`src/rtl/i2c_rb_pkg.sv`:
```
package i2c_rb_pkg;
  typedef enum logic [2:0] {
    PH_IDLE = 3'd0,
    PH_ADDR = 3'd1,
    PH_PTR  = 3'd2,
    PH_WR   = 3'd3,
    PH_RD   = 3'd4
  } phase_t;

  localparam int BYTE_W = 8;
endpackage

```
`src/rtl/i2c_rb_busmon.sv`:
```
module i2c_rb_busmon #(
  parameter int SYNC_STAGES = 2
) (
  input  logic clk,
  input  logic rst_n,
  input  logic scl_i,
  input  logic sda_i,
  output logic scl_rise_o,
  output logic scl_fall_o,
  output logic start_o,
  output logic stop_o,
  output logic sda_s_o
);
  localparam int TOP = SYNC_STAGES - 1;

  logic [TOP:0] scl_sync_q, sda_sync_q;
  logic         scl_prev_q, sda_prev_q;
  logic         scl_s, sda_s;

  // bus lines idle high, so synchronizers reset to 1
  always_ff @(posedge clk or negedge rst_n) begin
    if (!rst_n) begin
      scl_sync_q <= '1;
      sda_sync_q <= '1;
      scl_prev_q <= 1'b1;
      sda_prev_q <= 1'b1;
    end else begin
      scl_sync_q <= {scl_sync_q[TOP-1:0], scl_i};
      sda_sync_q <= {sda_sync_q[TOP-1:0], sda_i};
      scl_prev_q <= scl_s;
      sda_prev_q <= sda_s;
    end
  end

  assign scl_s = scl_sync_q[TOP];
  assign sda_s = sda_sync_q[TOP];

  assign scl_rise_o = scl_s & ~scl_prev_q;
  assign scl_fall_o = ~scl_s & scl_prev_q;
  // SDA edges while SCL is steadily high are bus conditions
  assign start_o    = scl_s & scl_prev_q & sda_prev_q & ~sda_s;
  assign stop_o     = scl_s & scl_prev_q & ~sda_prev_q & sda_s;
  assign sda_s_o    = sda_s;
endmodule

```
`src/rtl/i2c_rb_engine.sv`:
```
module i2c_rb_engine
  import i2c_rb_pkg::*;
#(
  parameter int         ADDR_W   = 4,
  parameter logic [6:0] DEV_ADDR = 7'b1110010
) (
  input  logic              clk,
  input  logic              rst_n,
  input  logic              scl_rise_i,
  input  logic              scl_fall_i,
  input  logic              start_i,
  input  logic              stop_i,
  input  logic              sda_s_i,
  input  logic [7:0]        rd_data_i,
  output logic              sda_oe_o,
  output logic [ADDR_W-1:0] ptr_o,
  output logic              wr_stb_o,
  output logic [ADDR_W-1:0] wr_addr_o,
  output logic [7:0]        wr_data_o
);
  localparam logic [3:0] LAST_BIT  = 4'(BYTE_W - 1);
  localparam logic [3:0] BYTE_BITS = 4'(BYTE_W);

  phase_t            phase_q, phase_d;
  logic [3:0]        cnt_q, cnt_d;
  logic [7:0]        sh_q, sh_d;
  logic              in_ack_q, in_ack_d;
  logic              pend_q, pend_d;
  logic              rw_q, rw_d;
  logic              oe_q, oe_d;
  logic [ADDR_W-1:0] ptr_q, ptr_d;
  logic              wstb_q, wstb_d;
  logic [ADDR_W-1:0] waddr_q, waddr_d;
  logic [7:0]        wdata_q, wdata_d;
  logic [7:0]        byte_v;

  always_comb begin
    phase_d  = phase_q;
    cnt_d    = cnt_q;
    sh_d     = sh_q;
    in_ack_d = in_ack_q;
    pend_d   = pend_q;
    rw_d     = rw_q;
    oe_d     = oe_q;
    ptr_d    = ptr_q;
    wstb_d   = 1'b0;
    waddr_d  = waddr_q;
    wdata_d  = wdata_q;
    byte_v   = {sh_q[6:0], sda_s_i};

    if (stop_i) begin
      phase_d  = PH_IDLE;
      oe_d     = 1'b0;
      in_ack_d = 1'b0;
      pend_d   = 1'b0;
    end else if (start_i) begin
      phase_d  = PH_ADDR;
      cnt_d    = '0;
      oe_d     = 1'b0;
      in_ack_d = 1'b0;
      pend_d   = 1'b0;
    end else begin
      case (phase_q)
        PH_ADDR, PH_PTR, PH_WR: begin
          if (scl_rise_i && !in_ack_q && !pend_q) begin
            sh_d  = byte_v;
            cnt_d = cnt_q + 1'b1;
            if (cnt_q == LAST_BIT) begin
              cnt_d = '0;
              if (phase_q == PH_ADDR) begin
                if (byte_v[7:1] == DEV_ADDR) begin
                  pend_d = 1'b1;
                  rw_d   = byte_v[0];
                end else begin
                  phase_d = PH_IDLE;
                end
              end else if (phase_q == PH_PTR) begin
                ptr_d  = byte_v[ADDR_W-1:0];
                pend_d = 1'b1;
              end else begin
                // commit at the eighth bit, before the ACK clock
                wstb_d  = 1'b1;
                waddr_d = ptr_q;
                wdata_d = byte_v;
                ptr_d   = ptr_q + 1'b1;
                pend_d  = 1'b1;
              end
            end
          end else if (scl_fall_i && pend_q) begin
            oe_d     = 1'b1;
            in_ack_d = 1'b1;
            pend_d   = 1'b0;
          end else if (scl_fall_i && in_ack_q) begin
            in_ack_d = 1'b0;
            oe_d     = 1'b0;
            cnt_d    = '0;
            if (phase_q == PH_ADDR) begin
              if (rw_q) begin
                phase_d = PH_RD;
                sh_d    = rd_data_i;
                oe_d    = ~rd_data_i[7];
              end else begin
                phase_d = PH_PTR;
              end
            end else begin
              phase_d = PH_WR;
            end
          end
        end
        PH_RD: begin
          if (!in_ack_q) begin
            if (scl_rise_i) begin
              cnt_d = cnt_q + 1'b1;
              sh_d  = {sh_q[6:0], 1'b0};
            end else if (scl_fall_i) begin
              if (cnt_q == BYTE_BITS) begin
                oe_d     = 1'b0;
                in_ack_d = 1'b1;
                cnt_d    = '0;
              end else if (cnt_q != '0) begin
                oe_d = ~sh_q[7];
              end
            end
          end else begin
            if (scl_rise_i && !pend_q) begin
              if (!sda_s_i) begin
                ptr_d  = ptr_q + 1'b1;
                pend_d = 1'b1;
              end else begin
                phase_d  = PH_IDLE;
                in_ack_d = 1'b0;
              end
            end else if (scl_fall_i && pend_q) begin
              sh_d     = rd_data_i;
              oe_d     = ~rd_data_i[7];
              in_ack_d = 1'b0;
              pend_d   = 1'b0;
              cnt_d    = '0;
            end
          end
        end
        default: ;
      endcase
    end
  end

  always_ff @(posedge clk or negedge rst_n) begin
    if (!rst_n) begin
      phase_q  <= PH_IDLE;
      cnt_q    <= '0;
      sh_q     <= '0;
      in_ack_q <= 1'b0;
      pend_q   <= 1'b0;
      rw_q     <= 1'b0;
      oe_q     <= 1'b0;
      ptr_q    <= '0;
      wstb_q   <= 1'b0;
      waddr_q  <= '0;
      wdata_q  <= '0;
    end else begin
      phase_q  <= phase_d;
      cnt_q    <= cnt_d;
      sh_q     <= sh_d;
      in_ack_q <= in_ack_d;
      pend_q   <= pend_d;
      rw_q     <= rw_d;
      oe_q     <= oe_d;
      ptr_q    <= ptr_d;
      wstb_q   <= wstb_d;
      waddr_q  <= waddr_d;
      wdata_q  <= wdata_d;
    end
  end

  assign sda_oe_o  = oe_q;
  assign ptr_o     = ptr_q;
  assign wr_stb_o  = wstb_q;
  assign wr_addr_o = waddr_q;
  assign wr_data_o = wdata_q;

  AST_IDLE_RELEASED: assert property (@(posedge clk) disable iff (!rst_n)
    (phase_q == PH_IDLE) |-> !oe_q);
  AST_SDA_MOVES_ON_FALL: assert property (@(posedge clk) disable iff (!rst_n)
    (!scl_fall_i && !start_i && !stop_i) |=> $stable(oe_q));
  AST_WR_SINGLE_PULSE: assert property (@(posedge clk) disable iff (!rst_n)
    wstb_q |=> !wstb_q);
  AST_WR_PTR_STEP: assert property (@(posedge clk) disable iff (!rst_n)
    wstb_q |-> (ptr_q == ADDR_W'(waddr_q + 1'b1)));
  AST_NACK_HOLDS_PTR: assert property (@(posedge clk) disable iff (!rst_n)
    (phase_q == PH_RD && in_ack_q && !pend_q && scl_rise_i && sda_s_i) |=> $stable(ptr_q));
endmodule

```
`src/rtl/i2c_rb_regfile.sv`:
```
module i2c_rb_regfile #(
  parameter int                NREG        = 16,
  parameter int                ADDR_W      = 4,
  parameter logic [NREG-1:0]   STATUS_MASK = 16'hC000,
  parameter logic [NREG*8-1:0] REG_INIT    = '0
) (
  input  logic              clk,
  input  logic              rst_n,
  input  logic              wr_stb_i,
  input  logic [ADDR_W-1:0] wr_addr_i,
  input  logic [7:0]        wr_data_i,
  input  logic [ADDR_W-1:0] rd_addr_i,
  input  logic [NREG*8-1:0] status_i,
  output logic [7:0]        rd_data_o,
  output logic [NREG*8-1:0] regs_o
);
  logic [7:0] rd_vec [NREG];

  for (genvar g = 0; g < NREG; g++) begin : gen_reg
    logic [7:0] q;
    logic       hit;

    assign hit = wr_stb_i && (wr_addr_i == ADDR_W'(g));

    always_ff @(posedge clk or negedge rst_n) begin
      if (!rst_n) q <= REG_INIT[g*8 +: 8];
      else if (hit) q <= wr_data_i;
    end

    assign regs_o[g*8 +: 8] = q;

    if (STATUS_MASK[g]) begin : gen_status
      assign rd_vec[g] = status_i[g*8 +: 8];
    end else begin : gen_stored
      assign rd_vec[g] = q;
    end
  end

  assign rd_data_o = rd_vec[rd_addr_i];
endmodule

```
`src/rtl/i2c_regbank_target.sv`:
```
module i2c_regbank_target #(
  parameter int                NREG        = 16,
  parameter logic [6:0]        DEV_ADDR    = 7'b1110010,
  parameter logic [NREG-1:0]   STATUS_MASK = 16'hC000,
  parameter logic [NREG*8-1:0] REG_INIT    = '0,
  parameter int                SYNC_STAGES = 2,
  localparam int               ADDR_W      = $clog2(NREG)
) (
  input  logic              clk,
  input  logic              rst_n,
  input  logic              scl_i,
  input  logic              sda_i,
  output logic              sda_oe_o,
  input  logic [NREG*8-1:0] status_i,
  output logic              wr_stb_o,
  output logic [ADDR_W-1:0] wr_addr_o,
  output logic [7:0]        wr_data_o,
  output logic [NREG*8-1:0] regs_o
);
  logic [1:0]        rst_pipe_q;
  logic              rst_n_int;
  logic              scl_rise, scl_fall, bus_start, bus_stop, sda_s;
  logic [7:0]        rd_data;
  logic [ADDR_W-1:0] ptr;

  // asynchronous assert, synchronous release
  always_ff @(posedge clk or negedge rst_n) begin
    if (!rst_n) rst_pipe_q <= '0;
    else        rst_pipe_q <= {rst_pipe_q[0], 1'b1};
  end
  assign rst_n_int = rst_pipe_q[1];

  i2c_rb_busmon #(.SYNC_STAGES(SYNC_STAGES)) busmon_i (
    .clk        (clk),
    .rst_n      (rst_n_int),
    .scl_i      (scl_i),
    .sda_i      (sda_i),
    .scl_rise_o (scl_rise),
    .scl_fall_o (scl_fall),
    .start_o    (bus_start),
    .stop_o     (bus_stop),
    .sda_s_o    (sda_s)
  );

  i2c_rb_engine #(.ADDR_W(ADDR_W), .DEV_ADDR(DEV_ADDR)) engine_i (
    .clk        (clk),
    .rst_n      (rst_n_int),
    .scl_rise_i (scl_rise),
    .scl_fall_i (scl_fall),
    .start_i    (bus_start),
    .stop_i     (bus_stop),
    .sda_s_i    (sda_s),
    .rd_data_i  (rd_data),
    .sda_oe_o   (sda_oe_o),
    .ptr_o      (ptr),
    .wr_stb_o   (wr_stb_o),
    .wr_addr_o  (wr_addr_o),
    .wr_data_o  (wr_data_o)
  );

  i2c_rb_regfile #(
    .NREG(NREG), .ADDR_W(ADDR_W), .STATUS_MASK(STATUS_MASK), .REG_INIT(REG_INIT)
  ) regfile_i (
    .clk       (clk),
    .rst_n     (rst_n_int),
    .wr_stb_i  (wr_stb_o),
    .wr_addr_i (wr_addr_o),
    .wr_data_i (wr_data_o),
    .rd_addr_i (ptr),
    .status_i  (status_i),
    .rd_data_o (rd_data),
    .regs_o    (regs_o)
  );
endmodule

```
`config.mk`:
```
export PLATFORM = sky130hd
export DESIGN_NAME = i2c_regbank_target
export DESIGN_NICKNAME = d
export VERILOG_FILES = /design/src/rtl/i2c_rb_pkg.sv /design/src/rtl/i2c_rb_busmon.sv /design/src/rtl/i2c_rb_engine.sv /design/src/rtl/i2c_rb_regfile.sv /design/src/rtl/i2c_regbank_target.sv
export SDC_FILE = /design/constraint.sdc
export NUM_CORES = 1
export LEC_CHECK = 0
export CAP_MARGIN = 5
export CORE_MARGIN = 8
export CORE_UTILIZATION = 55
export CTS_CLUSTER_SIZE = 20
export DETAILED_ROUTE_END_ITERATION = 6
export DONT_BUFFER_PORTS = 1
export GPL_TIMING_DRIVEN = 0
export MAX_ROUTING_LAYER = met4
export PLACE_DENSITY = 0.73
export SYNTH_ARGS = -nofsm -noshare
export SYNTH_HDL_FRONTEND = slang
export SYNTH_SLANG_ARGS = --single-unit
export TNS_END_PERCENT = 20
```
`constraint.sdc`:
```
create_clock -name clk -period 5 [get_ports clk]
set_input_delay 1 -clock clk [delete_from_list [all_inputs] [get_ports clk]]
set_output_delay 1 -clock clk [all_outputs]
set_load 0.03 [all_outputs]
```
# Yosys cells after proc, flatten, opt, wreduce, memory -nomap -nowiden
# Index checks and enable logic that the tools add are counted.
[word_totals]
ff_bits = 172
input_bits = 132
output_inout_bits = 142
word_cells = 242
[classes]
n_addsub = 2
order_cmp = 1
n_eq_ne = 58
n_mux = 93
bitwise = 18
reduce_logical = 38
[op_table]
columns = ["cell", "count"]
rows = [
  ["$mux 8", 11],
  ["$mux 4", 18],
  ["$mux 1", 43],
  ["$mux 3", 13],
  ["$eq 4x4->1 const B", 9],
  ["$ne 5x5->1 const B", 7],
  ["$bmux 8 s4", 1],
  ["$logic_and 1x1->1", 21],
  ["$eq 4x3->1 const B", 5],
  ["$reduce_and 9->1", 2],
  ["$ne 4x4->1 const B", 4],
  ["$pmux 4 s2", 2],
  ["$pmux 8 s2", 1],
  ["$reduce_and 8->1", 2],
  ["$ne 5x3->1 const B", 3],
  ["$reduce_and 7->1", 2],
  ["$ne 3x1->1 const B", 4],
  ["$ne 4x3->1 const B", 3],
  ["$ne 5x2->1 const B", 2],
  ["$not 1->1", 10],
  ["$reduce_and 10->1", 1],
  ["$add 4x1->4 const B", 2],
  ["$eq 4x2->1 const B", 2],
  ["$ne 2x1->1 const B", 4],
  ["other kinds (25)", 38],
]

# Logic depth before layout (Yosys ltp)
[logic_depth]
word_depth = 13
ltp_mapped = 8
depth_no_buf = 6

# Modules after synthesis
# From an unflattened synthesis, not the netlist that was laid out.
[hier_totals]
hier_cells = 596
area_unflattened_um2 = 8220.4
[by_module_without_submodules]
columns = ["module", "n_inst", "cells_each", "area_each_um2", "seq_area_each_um2"]
rows = [
  ["i2c_rb_regfile", 1, 364, 5803.1, 3203.1],
  ["i2c_rb_engine", 1, 219, 2173.3, 900.9],
  ["i2c_rb_busmon", 1, 10, 190.2, 157.7],
  ["i2c_regbank_target", 1, 3, 53.8, 50.0],
]

# Worst setup path before layout
# OpenSTA, ideal clock, no wires.
[synth_timing]
path_type = "input to register"
start = "input status_i[119]"
end = "register engine_i.oe_q, in the netlist engine_i.sda_oe_o"
arrival_time_ns = 2.358
required_ns = 4.935
slack_ns = 2.578
stages = 5
path_buffers = 0
path_cell_list = "mux4_2 -> mux2_2 -> a211o_1 -> a311oi_1 -> mux2_2"
[synth_between]
elab_chain_len = 12
elab_cells_between_ends = 15
cone_classes = "mux (14); bitwise (1)"
[synth_rtl]
columns = ["element", "line_no", "rtl"]
rows = [
  ["start, declared", "i2c_regbank_target.sv:14", "input logic [NREG*8-1:0] status_i,"],
  ["$bmux 8 s4 *", "i2c_rb_regfile.sv:39", "assign rd_data_o = rd_vec[rd_addr_i];"],
  ["$mux 8 (not written as such) * (2 in series)", "i2c_rb_regfile.sv:39", ""],
  ["$not 1->1 *", "i2c_rb_engine.sv:101, i2c_rb_engine.sv:135", ""],
  ["$mux 1", "i2c_rb_engine.sv:98", "if (rw_q) begin"],
  ["$mux 1", "i2c_rb_engine.sv:97", "if (phase_q == PH_ADDR) begin"],
  ["$mux 1", "i2c_rb_engine.sv:93", "end else if (scl_fall_i && in_ack_q) begin"],
  ["$mux 1", "i2c_rb_engine.sv:89", "end else if (scl_fall_i && pend_q) begin"],
  ["$mux 1", "i2c_rb_engine.sv:65", "if (scl_rise_i && !in_ack_q && !pend_q) begin"],
  ["$pmux 1 s2 *", "i2c_rb_engine.sv:63", "case (phase_q)"],
  ["$mux 1 *", "i2c_rb_engine.sv:56", "end else if (start_i) begin"],
  ["$mux 1 *", "i2c_rb_engine.sv:51", "if (stop_i) begin"],
  ["end signal, assigned", "i2c_rb_engine.sv:155", "oe_q <= 1'b0;"],
  ["end signal, assigned", "i2c_rb_engine.sv:167", "oe_q <= oe_d;"],
  ["end, declared", "i2c_rb_engine.sv:30", "logic oe_q, oe_d;"],
]
# Every way passes the cells marked *; elsewhere a longest branch is shown, timed or not. The select of a mux whose other input is x is not followed.
# A chain may end at the register's enable or synchronous reset.

# Worst setup path after layout
[layout_timing]
start = "register engine_i.ptr_q[3], in the netlist engine_i.ptr_o[3]"
end = "register engine_i.sh_q[0]"
[layout_between]
elab_chain_len = 10
elab_cells_between_ends = 13
cone_classes = "mux (12); bitwise (1)"
[layout_rtl]
columns = ["element", "line_no", "rtl"]
rows = [
  ["start, declared", "i2c_rb_engine.sv:31", "logic [ADDR_W-1:0] ptr_q, ptr_d;"],
  ["start signal, assigned", "i2c_rb_engine.sv:168", "ptr_q <= ptr_d;"],
  ["$not 4->5 (not written as such) *", "i2c_rb_regfile.sv:39", ""],
  ["$bmux 8 s4 *", "i2c_rb_regfile.sv:39", ""],
  ["$mux 8 (not written as such) * (2 in series)", "i2c_rb_regfile.sv:39", ""],
  ["$mux 8", "i2c_rb_engine.sv:98", ""],
  ["$mux 8", "i2c_rb_engine.sv:97", ""],
  ["$mux 8", "i2c_rb_engine.sv:93", ""],
  ["$mux 8", "i2c_rb_engine.sv:89", ""],
  ["$mux 8", "i2c_rb_engine.sv:65", ""],
  ["$pmux 8 s2 *", "i2c_rb_engine.sv:63", ""],
  ["end signal, assigned", "i2c_rb_engine.sv:151", "sh_q <= '0;"],
  ["end signal, assigned", "i2c_rb_engine.sv:163", "sh_q <= sh_d;"],
  ["end, declared", "i2c_rb_engine.sv:26", "logic [7:0] sh_q, sh_d;"],
]
# Marked as above.

==> flow_summary.yaml <==
die:
  die_h_um: 138
  rows: 44
  start_util: 0.563
  core_area_sq_um: 14500
  die_area_sq_um: 19000
  die_w_um: 138
  ios: 274
sta:
  period_needed_ns: 2.82
  worst_pin_slew_ns: 1.08
  slew-limit-headroom: 0.277
  setup_viol: 0
  rsz0062_at_grt: "no"
  setup_ws_ns: 2.18
  skew_ns: 0.0135
  fin_tns_setup_ns: 0
  fmax_mhz: 355
  slew_violations: 0
  finalHoldViolCount: 0
  fin_crit_sh: 0.564
yosys:
  yosysWarnings: 0
  netlist.area_leader.share: 0.510
  netlist_area_sq_um: 8150
  async_flop_share: 1.00
  synth_ff_type: "dfrtp_1"
  post_synth_num_cell_types: 56
  synth_top_area_cell: "dfrtp_1"
  synth-seq-area-share: 0.529
  ys_seq_elements: 172
  synth_area_per_cell_sq_um: 14.1
  syn_inst: 579
  netlist_top_cells_area: "dfrtp_1 (51%), mux2_2 (21%), mux4_2 (8.8%)"
  synth_edf_count: 0
  syn_nets: 714
finish:
  drive_gt1_frac: 0.411
  fin_util: 0.627
  layout.nets: 735
  stdcell_area_sq_um: 9070
  syn_to_final_growth_pct: 11.4
setup_path:
  arrival_ns: 3.13
  endpoint_kind: "flop"
  cp_common_cell: "clkbuf_1"
  path_buf_inv: 3
  critical_path.top_delay_family: "buffers and inverters"
  cp-start-kind: "flop"
  path_cells: "clkbuf_1, clkbuf_1, clkbuf_1, mux2i_1, mux2i_1, a32oi_1, a21oi_2"
  crit_path_max_incr_delay_ns: 0.65
  critPathRequiredTime_ns: 5.31
  criticalPathCategory: "flop to flop"
  crit_path_top_delay_cell: "clkbuf_1"
  crit_path_max_fanout: 10
cts:
  insertion_delay_ns: 0.44
  cts_setup_buffers: 0
  hold_buffers: 0
  cts_tree: "yes"
  path_clk_slew_ns: 0.06
  cts.sinks: 172
  cts-resized-gates: 0
  cts-root-buf: "clkbuf_16"
  cts_buffers: 17
  htree_levels: 4
  clockBufferDepth: 2
route:
  wl_per_cell_um: 28.5
  drt_iter0_markers: 552
  routed_wirelength_mm: 22.7
  drc: 0
  first_pass_iters: 5
  avgViaCountPerCell: 6.70
  num_vias: 5348
  ant_nets: 0
power_and_ir_drop:
  p_per_area_nw_per_um2: 427
  ir_drop_mv: 0.254
  totalPowerFinal_w: 0.00387
  power_frac_seq: 0.403
  comb_power_share: 0.230
  p_leak_nw: 4.19
  power.switching_w: 0.00116
  clkPwrFrac: 0.367
  power.share.switching: 0.299
  intPower_w: 0.00272
flow_run:
  maxCapViolations: 0
placed_design:
  dp_hpwl_mm: 16.3
  post-place-ws_ns: 2.28
  finalWeightedCongestion: 0.916
  place_area_sq_um: 8440
  numPortBuffers: 0
status:
  run_status: "complete, no violations"
global_route:
  grt_usage: 0.257
  grt_max_degree: 69
  antenna_found_initial: 1
  grt_pass1_wl_mm: 34.7
  grt_overflow_total: 0
  grt_pass1_vias: 5522
worst_hold_path:
  hp-class: "input port to asynchronous set/reset pin"
logic make-up (layout without fill, tap and decap cells):
family | after synthesis | in the layout | synth area share
muxes | 191 | 191 | 0.307
other | 1 | 2 | 0.000460
and+or+nand+nor | 100 | 100 | 0.0720
AOI/OAI and AO/OA | 69 | 69 | 0.0625
adders and majority gates | 3 | 3 | 0.00461
buffers and inverters | 42 | 76 | 0.0227
DFF | 172 | 172 | 0.529
xor gates and xnor gates | 1 | 1 | 0.00108
through the flow:
step / hold WS (ns) / cells
after floorplan: 0.331 / 579
after global placement: 0.339 / 763
after detailed placement: 0.344 / 765
after CTS: 0.249 / 797
after global routing: 0.246 / 798
final: 0.259 / 798
sequential cells by signal, indices dropped and copies added, names as in the netlist, 2 cells and up:
signal,count
busmon_i.sda_sync_q,2
busmon_i.scl_sync_q,2
engine_i.phase_q,3
rst_pipe_q,2
regfile_i.gen.q,128
engine_i.sh_q,8
engine_i.wr_addr_o,4
engine_i.wr_data_o,8
engine_i.ptr_o,4
engine_i.cnt_q,4
power groups by stage:
stage / clock [W] / combinational, W / sequential (W)
5_1_grt: 0.00149 / 0.000970 / 0.00157
6_report: 0.00142 / 0.000890 / 0.00156
4_1_cts: 0.00144 / 0.000883 / 0.00156
3_3_place_gp: 0 / 0.000840 / 0.00160
3_5_place_dp: 0 / 0.000877 / 0.00159
2_1_floorplan: 0 / 0.000666 / 0.00157
layer usage:
metal	up-vias	share of wire	global-route usage
met5	-	0	-
met2	256	0.48	0.391
met3	47	0.11	0.114
met1	2817	0.38	0.294
li1	2228	-	-
met4	0	0.030	0.0991
area by class of cell:
type                            instances  area (sq um)
Clock buffer                           21           470
Multi-Input combinational cell        365          3650
Antenna cell                            1          2.50
Buffer                                 35           159
Fill cell                            1073          5410
Tap cell                              184           230
Sequential cell                       172          4320
Inverter                                7          26.3
Clock inverter                         11           164
Timing Repair Buffer                    2          55.1
cells in the mapped netlist (4+ instances only):
cell type	instances
nor3b_1	5
mux2i_1	5
a22oi_1	6
buf_2	10
dfrtp_1	166
a21oi_1	12
nand2b_1	14
nand3b_1	6
o21ai_0	9
nand3_1	4
nand2_1	16
nor3_1	5
o2111ai_1	6
dfstp_2	6
a31oi_1	8
inv_1	7
mux2_2	154
mux4_2	32
clkbuf_1	23
nor2_1	28
final timing paths:
path                                             startpoint                                     to  slack (ns)  cells past startpoint
setup / recovery              engine_i.ptr_o[3]$_DFFE_PN0P_           engine_i.sh_q[0]$_DFFE_PN0P_        2.18                      7
hold / removal                                        rst_n                rst_pipe_q[0]$_DFF_PN0_        0.26                      0
setup reg to reg              engine_i.ptr_o[3]$_DFFE_PN0P_           engine_i.sh_q[0]$_DFFE_PN0P_        2.18                      7
hold reg to reg                     rst_pipe_q[1]$_DFF_PN0_  regfile_i.gen_reg[4].q[1]$_DFFE_PN0P_        0.35                      0
max in group asynchronous           rst_pipe_q[1]$_DFF_PN0_  regfile_i.gen_reg[2].q[0]$_DFFE_PN0P_        3.90                      1
min in group clk           busmon_i.sda_sync_q[0]$_DFF_PN1_       busmon_i.sda_sync_q[1]$_DFF_PN1_        0.35                      0
placed cells by master, fill, tap and decap left out, types with 3 or more instances in the layout:
master | Yosys | routed
ha_1 | 3 | 3
nand3_1 | 4 | 4
a31oi_1 | 8 | 8
a21o_1 | 3 | 3
a211o_1 | 3 | 3
nor3b_1 | 5 | 5
a22oi_1 | 6 | 6
mux2i_1 | 5 | 5
mux2_2 | 154 | 154
o2111ai_1 | 6 | 6
o21ai_0 | 9 | 9
nand2b_1 | 14 | 14
buf_2 | 10 | 10
clkbuf_1 | 23 | 24
clkinv_2 | 0 | 5
a32oi_1 | 3 | 3
mux4_2 | 32 | 32
nor2_1 | 28 | 28
inv_1 | 7 | 7
dfstp_2 | 6 | 6
dfrtp_1 | 166 | 165
nand4b_1 | 3 | 3
clkbuf_16 | 0 | 17
a21oi_1 | 12 | 12
nand3b_1 | 6 | 6
o32ai_1 | 3 | 3
nor3_1 | 5 | 5
bufinv_16 | 0 | 4
nand2_1 | 16 | 16
clkbuf_8 | 0 | 3
Note: power is estimated with default switching activity, not from simulation.
